$ cat src/rtl/rtc_pkg.sv
package rtc_pkg;
  localparam int NIB_W = 4;
  localparam logic [3:0] A_SEC_U = 4'h0;
  localparam logic [3:0] A_SEC_T = 4'h1;
  localparam logic [3:0] A_MIN_U = 4'h2;
  localparam logic [3:0] A_MIN_T = 4'h3;
  localparam logic [3:0] A_HR_U  = 4'h4;
  localparam logic [3:0] A_HR_T  = 4'h5;
  localparam logic [3:0] A_DOW   = 4'h6;
  localparam logic [3:0] A_DAY_U = 4'h7;
  localparam logic [3:0] A_DAY_T = 4'h8;
  localparam logic [3:0] A_MON_U = 4'h9;
  localparam logic [3:0] A_MON_T = 4'hA;
  localparam logic [3:0] A_YR_U  = 4'hB;
  localparam logic [3:0] A_YR_T  = 4'hC;
endpackage

$ cat src/rtl/rtc_edge.sv
module rtc_edge (
  input  logic clk,
  input  logic rst_n,
  input  logic sig_in,
  output logic rise
);
  logic prev;
  always_ff @(posedge clk or negedge rst_n) begin
    if (!rst_n) prev <= 1'b0;
    else        prev <= sig_in;
  end
  assign rise = sig_in & ~prev;
endmodule

$ cat src/rtl/rtc_field.sv
module rtc_field #(
  parameter int TW   = 3,
  parameter int MINV = 0
) (
  input  logic          clk,
  input  logic          rst_n,
  input  logic          inc,
  input  logic          ten,
  input  logic          ld_u,
  input  logic          ld_t,
  input  logic [3:0]    ld_data,
  input  logic [6:0]    max_val,
  output logic [3:0]    q_u,
  output logic [TW-1:0] q_t,
  output logic          carry
);
  logic [7:0] cur, sum, nxt;
  logic       wrap, ld;

  assign ld    = ld_u | ld_t;
  assign cur   = 8'(q_t) * 8'd10 + 8'(q_u);
  assign sum   = cur + (ten ? 8'd10 : 8'd1);
  assign wrap  = sum > {1'b0, max_val};
  assign nxt   = wrap ? 8'(MINV) : sum;
  assign carry = inc & ~ld & wrap;

  always_ff @(posedge clk or negedge rst_n) begin
    if (!rst_n) begin
      q_u <= 4'(MINV % 10);
      q_t <= TW'(MINV / 10);
    end else if (ld) begin
      if (ld_u) q_u <= ld_data;
      if (ld_t) q_t <= ld_data[TW-1:0];
    end else if (inc) begin
      q_u <= 4'(nxt % 8'd10);
      q_t <= TW'(nxt / 8'd10);
    end
  end

  assert_wrap_min_R1: assert property (@(posedge clk) disable iff (!rst_n)
    carry |=> (cur == 8'(MINV)));
  assert_load_wins_R9: assert property (@(posedge clk) disable iff (!rst_n)
    ld_u |=> (q_u == $past(ld_data)));
  assert_idle_hold_R7: assert property (@(posedge clk) disable iff (!rst_n)
    (!inc && !ld) |=> $stable(cur));
endmodule

$ cat src/rtl/rtc_hours.sv
module rtc_hours (
  input  logic       clk,
  input  logic       rst_n,
  input  logic       inc,
  input  logic       ten,
  input  logic       ld_u,
  input  logic       ld_t,
  input  logic [3:0] ld_data,
  output logic [3:0] q_u,
  output logic [1:0] q_t,
  output logic       pm,
  output logic       h24,
  output logic       carry
);
  logic [6:0] cur, sum, nxt;
  logic       tog, wrap_c, ld;

  assign ld  = ld_u | ld_t;
  assign cur = 7'(q_t) * 7'd10 + 7'(q_u);
  assign sum = cur + (ten ? 7'd10 : 7'd1);

  always_comb begin
    tog    = 1'b0;
    wrap_c = 1'b0;
    nxt    = sum;
    if (h24) begin
      if (sum > 7'd23) begin
        nxt    = 7'd0;
        wrap_c = 1'b1;
      end
    end else begin
      if (sum > 7'd12) nxt = sum - 7'd12;
      if (cur < 7'd12 && sum >= 7'd12) begin
        tog    = 1'b1;
        wrap_c = pm;
      end
    end
  end

  assign carry = inc & ~ld & wrap_c;

  always_ff @(posedge clk or negedge rst_n) begin
    if (!rst_n) begin
      q_u <= 4'd0;
      q_t <= 2'd0;
      pm  <= 1'b0;
      h24 <= 1'b1;
    end else if (ld) begin
      if (ld_u) q_u <= ld_data;
      if (ld_t) begin
        q_t <= ld_data[1:0];
        h24 <= ld_data[3];
        pm  <= ld_data[3] ? 1'b0 : ld_data[2];
      end
    end else if (inc) begin
      q_u <= 4'(nxt % 7'd10);
      q_t <= 2'(nxt / 7'd10);
      if (tog) pm <= ~pm;
    end
  end

  assert_day_wrap_R2: assert property (@(posedge clk) disable iff (!rst_n)
    (carry && h24) |=> (cur == 7'd0));
  assert_noon_flip_R3: assert property (@(posedge clk) disable iff (!rst_n)
    (inc && !ld && !h24 && !ten && cur == 7'd11) |=> (pm != $past(pm)) && (cur == 7'd12));
endmodule

$ cat src/rtl/rtc_digit_chain.sv
module rtc_digit_chain
  import rtc_pkg::*;
(
  input  logic       clk,
  input  logic       rst_n,
  input  logic       tick_1hz,
  input  logic       stop,
  input  logic       test_pulse,
  input  logic [3:0] addr,
  input  logic       wr_en,
  input  logic [3:0] wr_data,
  output logic [3:0] rd_data
);
  logic tick_rise, test_rise, adv, tst;
  logic [3:0] sec_u, min_u, hr_u, day_u, mon_u, yr_u, yr_t;
  logic [2:0] sec_t, min_t, dow;
  logic [1:0] hr_t, day_t, leap_sel, yr_lo, leap_rem;
  logic [0:0] mon_t;
  logic       pm, h24, is_leap;
  logic       sec_c, min_c, hr_c, day_c, mon_c, yr_c;
  logic       sec_i, min_i, hr_i, day_i, mon_i, yr_i;
  logic [4:0] mon_bin;
  logic [6:0] day_max;
  logic [15:0] we;

  rtc_edge u_tick (.clk(clk), .rst_n(rst_n), .sig_in(tick_1hz),   .rise(tick_rise));
  rtc_edge u_test (.clk(clk), .rst_n(rst_n), .sig_in(test_pulse), .rise(test_rise));

  assign adv = tick_rise & ~stop;
  assign tst = test_rise & stop;

  always_comb begin
    we = '0;
    we[addr] = wr_en;
  end

  // Increment entry points: either the previous carry or a test injection
  assign sec_i = adv   | (tst && (addr == A_SEC_U || addr == A_SEC_T));
  assign min_i = sec_c | (tst && (addr == A_MIN_U || addr == A_MIN_T));
  assign hr_i  = min_c | (tst && (addr == A_HR_U  || addr == A_HR_T));
  assign day_i = hr_c  | (tst && (addr == A_DOW   || addr == A_DAY_U || addr == A_DAY_T));
  assign mon_i = day_c | (tst && (addr == A_MON_U || addr == A_MON_T));
  assign yr_i  = mon_c | (tst && (addr == A_YR_U  || addr == A_YR_T));

  // Month length and leap test
  assign mon_bin  = 5'(mon_t) * 5'd10 + 5'(mon_u);
  assign yr_lo    = yr_u[1:0] + {yr_t[0], 1'b0};
  assign leap_rem = 2'd0 - leap_sel;
  assign is_leap  = (yr_lo == leap_rem);

  always_comb begin
    case (mon_bin)
      5'd2:                         day_max = is_leap ? 7'd29 : 7'd28;
      5'd4, 5'd6, 5'd9, 5'd11:      day_max = 7'd30;
      default:                      day_max = 7'd31;
    endcase
  end

  rtc_field #(.TW(3), .MINV(0)) u_sec (
    .clk(clk), .rst_n(rst_n), .inc(sec_i), .ten(tst && addr == A_SEC_T),
    .ld_u(we[A_SEC_U]), .ld_t(we[A_SEC_T]), .ld_data(wr_data), .max_val(7'd59),
    .q_u(sec_u), .q_t(sec_t), .carry(sec_c));

  rtc_field #(.TW(3), .MINV(0)) u_min (
    .clk(clk), .rst_n(rst_n), .inc(min_i), .ten(tst && addr == A_MIN_T),
    .ld_u(we[A_MIN_U]), .ld_t(we[A_MIN_T]), .ld_data(wr_data), .max_val(7'd59),
    .q_u(min_u), .q_t(min_t), .carry(min_c));

  rtc_hours u_hr (
    .clk(clk), .rst_n(rst_n), .inc(hr_i), .ten(tst && addr == A_HR_T),
    .ld_u(we[A_HR_U]), .ld_t(we[A_HR_T]), .ld_data(wr_data),
    .q_u(hr_u), .q_t(hr_t), .pm(pm), .h24(h24), .carry(hr_c));

  rtc_field #(.TW(2), .MINV(1)) u_day (
    .clk(clk), .rst_n(rst_n), .inc(day_i), .ten(tst && addr == A_DAY_T),
    .ld_u(we[A_DAY_U]), .ld_t(we[A_DAY_T]), .ld_data(wr_data), .max_val(day_max),
    .q_u(day_u), .q_t(day_t), .carry(day_c));

  rtc_field #(.TW(1), .MINV(1)) u_mon (
    .clk(clk), .rst_n(rst_n), .inc(mon_i), .ten(tst && addr == A_MON_T),
    .ld_u(we[A_MON_U]), .ld_t(we[A_MON_T]), .ld_data(wr_data), .max_val(7'd12),
    .q_u(mon_u), .q_t(mon_t), .carry(mon_c));

  rtc_field #(.TW(4), .MINV(0)) u_yr (
    .clk(clk), .rst_n(rst_n), .inc(yr_i), .ten(tst && addr == A_YR_T),
    .ld_u(we[A_YR_U]), .ld_t(we[A_YR_T]), .ld_data(wr_data), .max_val(7'd99),
    .q_u(yr_u), .q_t(yr_t), .carry(yr_c));

  // Day of week steps with single-day advances only
  logic dow_step, day_ld;
  assign day_ld   = we[A_DOW] | we[A_DAY_U] | we[A_DAY_T];
  assign dow_step = day_i && !(tst && addr == A_DAY_T) && !day_ld;

  always_ff @(posedge clk or negedge rst_n) begin
    if (!rst_n) begin
      dow      <= 3'd0;
      leap_sel <= 2'd0;
    end else begin
      if (we[A_DAY_T]) leap_sel <= {wr_data[3], wr_data[2]};
      if (we[A_DOW])   dow <= wr_data[2:0];
      else if (dow_step) dow <= (dow == 3'd6) ? 3'd0 : dow + 3'd1;
    end
  end

  always_comb begin
    case (addr)
      A_SEC_U: rd_data = sec_u;
      A_SEC_T: rd_data = {1'b0, sec_t};
      A_MIN_U: rd_data = min_u;
      A_MIN_T: rd_data = {1'b0, min_t};
      A_HR_U:  rd_data = hr_u;
      A_HR_T:  rd_data = {h24, pm, hr_t};
      A_DOW:   rd_data = {1'b0, dow};
      A_DAY_U: rd_data = day_u;
      A_DAY_T: rd_data = {leap_sel, day_t};
      A_MON_U: rd_data = mon_u;
      A_MON_T: rd_data = {3'b000, mon_t};
      A_YR_U:  rd_data = yr_u;
      A_YR_T:  rd_data = yr_t;
      default: rd_data = 4'h0;
    endcase
  end

  // Year carry leaves the chain: the year simply wraps
  logic unused_ok;
  assign unused_ok = yr_c;

  assert_stop_freeze_R7: assert property (@(posedge clk) disable iff (!rst_n)
    (stop && !test_rise && !wr_en) |=> ($stable(sec_u) && $stable(sec_t)));
  assert_dow_step_R4: assert property (@(posedge clk) disable iff (!rst_n)
    dow_step |=> (dow != $past(dow)));
  assert_test_gated_R8: assert property (@(posedge clk) disable iff (!rst_n)
    (!stop && !tick_rise && !wr_en) |=> ($stable(sec_u) && $stable(min_u) && $stable(dow)));
endmodule

$ cat config.mk
export PLATFORM = sky130hd
export DESIGN_NAME = rtc_digit_chain
export DESIGN_NICKNAME = d
export VERILOG_FILES = /design/src/rtl/rtc_pkg.sv /design/src/rtl/rtc_edge.sv /design/src/rtl/rtc_field.sv /design/src/rtl/rtc_hours.sv /design/src/rtl/rtc_digit_chain.sv
export SDC_FILE = /design/constraint.sdc
export NUM_CORES = 1
export LEC_CHECK = 0
export BUFFER_PORTS_ARGS = -buffer_cell sky130_fd_sc_hd__buf_2
export CAP_MARGIN = 20
export CORE_ASPECT_RATIO = 2
export CORE_MARGIN = 1.5
export CORE_UTILIZATION = 45
export CTS_CLUSTER_DIAMETER = 40
export DETAILED_ROUTE_END_ITERATION = 8
export REMOVE_ABC_BUFFERS = 1
export SETUP_SLACK_MARGIN = 0.4
export SLEW_MARGIN = 10
export SYNTH_ARGS = -nofsm -noshare
export SYNTH_HDL_FRONTEND = slang
export SYNTH_SLANG_ARGS = --single-unit
$ cat constraint.sdc
create_clock -name clk -period 6.6 [get_ports clk]
set_clock_uncertainty 0.2 [all_clocks]
set_input_delay 1.98 -clock clk [delete_from_list [all_inputs] [get_ports clk]]
set_output_delay 1.98 -clock clk [all_outputs]
set_load 0.02 [all_outputs]
-- After elaboration in Yosys (flattened, before gate mapping)
Index checks and enable logic that the tools add are counted.
- word-level logic and storage cells: 251
- register bits: 48
- output and inout port bits: 4
- bitwise operators: 38
- $add $sub $neg: 17
- mux-type cells: 68
- $lt $le $gt $ge: 11
- reduce and logical (&&, ||, !) cells: 49
- $mul: 7
- div/mod/pow operators: 12
- equal/unequal tests: 31
- operators with widths (cell ; number):
    $mux W4 ; 27
    $pmux W4 S13 ; 1
    $add A8 B8 Y8 ; 5
    $div A8 B4 Y8 const B ; 5
    $mod A8 B4 Y8 const B ; 5
    $mux W8 ; 5
    $mux W3 ; 9
    $reduce_and A2 Y1 ; 13
    $ne A2 B2 Y1 const B ; 12
    $mux W7 ; 3
    $eq A4 B4 Y1 const B ; 5
    $add A7 B4 Y8 ; 2
    $eq A4 B3 Y1 const B ; 4
    $gt A8 B6 Y1 const B ; 2
    $logic_and A1 B1 Y1 ; 16
    $reduce_bool A2 Y1 ; 8
    $mux W1 ; 15
    $add A6 B4 Y7 ; 2
    $and A1 B1 Y1 ; 14
    $or A1 B1 Y1 ; 14
    $and A13 B13 Y13 ; 1
    $mul A3 B3 Y6 const B ; 2
    $mux W2 ; 6
    $eq A5 B3 Y1 const B ; 2
    36 further kinds ; 55

-- Depth between registers and ports, before layout
- depth after elaboration: 24
- mapped depth: 24
- mapped depth without buffers: 23

-- Cells and area by module
A second synthesis with hierarchy kept.
- cells, all modules: 1177
- area total of the unflattened synthesis: 9157.5 µm²
- by module, submodules not included (module ; area an instance (µm²) ; cells each ; instances):
    rtc_field at u_min ... ; 1361.3 ; 174 ; 2
    rtc_hours ; 1712.9 ; 227 ; 1
    rtc_field at u_yr ; 1483.9 ; 181 ; 1
    rtc_digit_chain ; 1186.1 ; 164 ; 1
    rtc_field at u_day ; 1043.5 ; 133 ; 1
    rtc_field at u_mon ; 930.9 ; 120 ; 1
    rtc_edge ; 38.8 ; 2 ; 2

-- Least setup slack after synthesis
OpenSTA, ideal clock, no wires.
- path kind: input to register
- start point: in addr[0]
- end point: reg u_hr.q_u[1]
- buffers on the path: 3
- setup slack: -0.386 ns
- data arrival time: 6.662 ns
- stages: 22
- path through: clkbuf_1 > buf_1 > clkbuf_1 > nand3_1 > fa_1 > xnor2_1 > ha_1 > and3b_1 > nand2b_1 > o211ai_1 > a21oi_1 > xor2_1 > o22ai_1 > or4_1 > o21ai_1 > nor2_1 > ha_1 > inv_1 > a2111oi_4 > o31ai_2 > a21o_1 > nand3_2
- word-level cells in the longest chain between the ends: 15
- elaborated cells on any way between the ends: 53
- those cells by class: add/sub: 4; div: 1; order compare: 6; eq/ne: 6; mux: 10; bitwise: 13; reduce/logical: 13
- ends and longest elaborated chain (what ; line ; source):
    from (decl) ; rtc_digit_chain.sv:9 ; input logic [3:0] addr,
    branches (longest 15 deep; another with $add A7 B7 Y7) ; n/a ;
    to (signal assigned) ; rtc_hours.sv:49 ; if (ld_u) q_u <= ld_data;
    to (signal assigned) ; rtc_hours.sv:56 ; q_u <= 4'(nxt % 7'd10);
    to (decl) ; rtc_hours.sv:9 ; output logic [3:0] q_u,
Parallel ways; which one is timed is not known. The select of a mux whose other input is x is not followed.
A chain may end at the register's enable or synchronous reset.

-- Worst setup path after layout
- start point: in addr[2]
- end point: reg u_hr.q_t[0]
- word-level cells in the longest chain between the ends: 15
- elaborated cells on any way between the ends: 53
- those cells by class: add/sub: 4; div: 1; order compare: 6; eq/ne: 6; mux: 10; bitwise: 13; reduce/logical: 13
- ends and longest elaborated chain (what ; line ; source):
    branches (longest 15 deep; another with $add A7 B7 Y7) ; n/a ;
    to (signal assigned) ; rtc_hours.sv:51 ; q_t <= ld_data[1:0];
    to (signal assigned) ; rtc_hours.sv:57 ; q_t <= 2'(nxt / 7'd10);
    to (decl) ; rtc_hours.sv:10 ; output logic [1:0] q_t,
Parallel ways; which one is timed is not known. The select of a mux whose other input is x is not followed.

==> results_dict.tcl <==
set metrics [dict create \
    outcome "finished clean" \
    cts_root_buffer "clkbuf_16" \
    dieArea_um2 15920 \
    syn2layout_area_growth_pct 24.76 \
    clk_path_buf_depth 2 \
    diodes 0 \
    vias 7262 \
    ys_seq_area_share_pct 17.70 \
    clock_sink_count 48 \
    wl_per_cell_um 19.17 \
    antenna_found_initial 0 \
    whs_ns 0.3119 \
    yosysWarnings 0 \
    layout_common_cells "nand2_1 (116), buf_4 (95), o21ai_0 (63), nor2_1 (54), ha_1 (53)" \
    rows 63 \
    min_delay_worst_endpoint "u_day.q_u[0]" \
    grt_pass1_vias 7412 \
    r2r_start "u_hr.q_t[0]" \
    cts_tree "built" \
    drcViolationCount 0 \
    hold_violations 0 \
    cap_violations 0 \
    rrSetupSlack_ns 1.39 \
    gr-usage-all-layers_pct 27.86 \
    fin_crit_sh_pct 92.86 \
    drtIter0Drc 277 \
    place_congestion 0.9262 \
    drtAntennaViolNets 0 \
    cp.arrival_ns 6.11 \
    numCtsBuffers 5 \
    syn_inst 866 \
    ys_ff_latch 48 \
    end_kind "register" \
    ys_types 93 \
    num_io_pins 18 \
    clk_pin_slew_worst_paths_ns 0.07 \
    final_core_util_pct 57.30 \
    relSlewSlack_pct 56.39 \
    async_flop_share_pct 100.0 \
    hold_path_depth 2 \
    path_class "in2reg" \
    rsz0062_at_grt "true" \
    chipWidth_um 89.97 \
    die_h_um 176.9 \
    htree_num_levels 2 \
    layout-drive-gt1-share_pct 27.23 \
    maxSlewViolCount 0 \
    nNetsFinal 1049 \
    hold_path_class "reg2reg" \
    cp_max_fo 4 \
    grt_max_degree 49 \
    grt_pass1_wl_um 35650 \
    r2r_cells 24 \
    overflow 0 \
    hpwl_um 17280 \
    fmax_mhz 163.2 \
    port_buffers 17 \
    syn_area_per_cell_um2 7.860 \
    cp.required_ns 6.58 \
    holdCritStartpoint "u_day.q_u[0]" \
    firstDrtPassIters 5 \
    clock_latency_ns 0.30 \
    worstMarginPinSlew_ns 0.6542 \
    syn_area_um2 6807 \
    final_common_cell "nand2_1" \
    synth-edff-count 0 \
    r2r-end "u_hr.q_t[0]" \
    start_util_pct 45.93 \
    ys.flop_type "dfrtp_1" \
    cts_hold_buffers 0 \
    routed_wl_um 22260 \
    pre_cts_slack_ns -0.1686 \
    final.setup.worst_slack_ns 0.4714 \
    start_kind "input port" \
    setup_viol 0 \
    design.core.area_um2 14820 \
    layout_min_cycle_time_ns 6.129 \
    vias_per_cell 6.255 \
]
==> critical path, stage by stage <==
cell and delay [ns]:
buf_8 0.11, buf_6 0.12, and2_4 0.16, nand3_4 0.12
ha_4 0.17, inv_2 0.04, fa_2 0.38, xnor2_2 0.20
ha_2 0.20, and3b_2 0.20, nand2b_4 0.12, o211ai_1 0.10
buf_4 0.17, a21oi_4 0.19, xor2_2 0.19, o22ai_2 0.13
buf_6 0.16, and3_4 0.15, o21a_1 0.20, nor2_2 0.13
ha_2 0.21, inv_2 0.06, a2111oi_4 0.28, o31ai_2 0.14
nand3b_1 0.12, o211ai_1 0.09
==> through the flow <==
stage               instance area (um2)  std cells  setup TNS [ns]
floorplan                          6696        838         -0.4251
global placement                   7611       1128         -0.2327
detailed placement                 7611       1128          -1.450
CTS                                7971       1140               0
global route                       8492       1161               0
finish                             8492       1161               0
==> Yosys cell counts, types with 17 or more instances <==
cell type / number / area, um2
mux2_2: 17 / 191.4
nor2_1: 64 / 240.2
a21oi_1: 41 / 205.2
xnor2_1: 25 / 219.0
inv_1: 37 / 138.9
a21o_1: 27 / 202.7
xor2_1: 21 / 183.9
clkbuf_1: 23 / 86.33
dfrtp_1: 45 / 1126
nand2_1: 117 / 439.2
o21ai_0: 68 / 340.3
ha_1: 61 / 763.2
nand3_1: 24 / 120.1
==> sequential cells by signal, summed over array words and instances, names as in the netlist, 2 cells and up <==
register	flops
u_day.q_u	4
u_hr.q_u	4
u_mon.q_u	4
u_min.q_t	3
u_sec.q_u	4
leap_sel	2
u_yr.q_t	4
dow	3
u_day.q_t	2
u_min.q_u	4
u_sec.q_t	3
u_hr.q_t	2
u_yr.q_u	4
==> logic make-up after synthesis <==
group / share of synthesized area [%]
compound gates: 29.45
xor+xnor: 6.250
fa+ha+maj: 14.01
buf+inv: 3.658
flops: 17.70
mux: 5.698
simple gates: 23.24
==> routing by layer <==
metal,part of all wire [%],vias up,GRT usage [%]
li1,-,3408,-
met5,0,-,0
met2,54,214,53.72
met1,36,3535,26.93
met4,8.0,0,21.89
met3,2.6,105,2.062
==> area by class of cell <==
cell class / instances / area (um2)
Sequential cell: 48 / 1205
Clock inverter: 1 / 7.507
Fill cell: 1405 / 6327
Inverter: 37 / 141.4
Multi-Input combinational cell: 753 / 5819
Timing Repair Buffer: 120 / 932.1
Tap cell: 195 / 244.0
Clock buffer: 7 / 142.6
==> worst max path at each step <==
stage	startpoint	endpoint	slack, ns	cells after the start
2_1_floorplan	addr[1]	u_yr.q_t[0]	-0.08	17
3_3_place_gp	addr[1]	u_hr.q_t[0]	-0.06	25
3_5_place_dp	addr[1]	u_hr.q_t[0]	-0.17	25
4_1_cts	addr[1]	u_hr.q_t[0]	0.40	27
5_1_grt	addr[2]	u_hr.q_t[0]	0.25	26
6_report	addr[2]	u_hr.q_t[0]	0.47	26
==> what timing repair did <==
| item | in CTS | in global routing |
|---|---|---|
| pin swaps | 20 | 49 |
| buffers inserted | 4 | 21 |
| gates resized for setup | 41 | 77 |
| endpoints found under the setup margin | 21 | 30 |
Power is not shown: default switching activity piles up to over one toggle a cycle in this logic, so the estimate is an artifact.
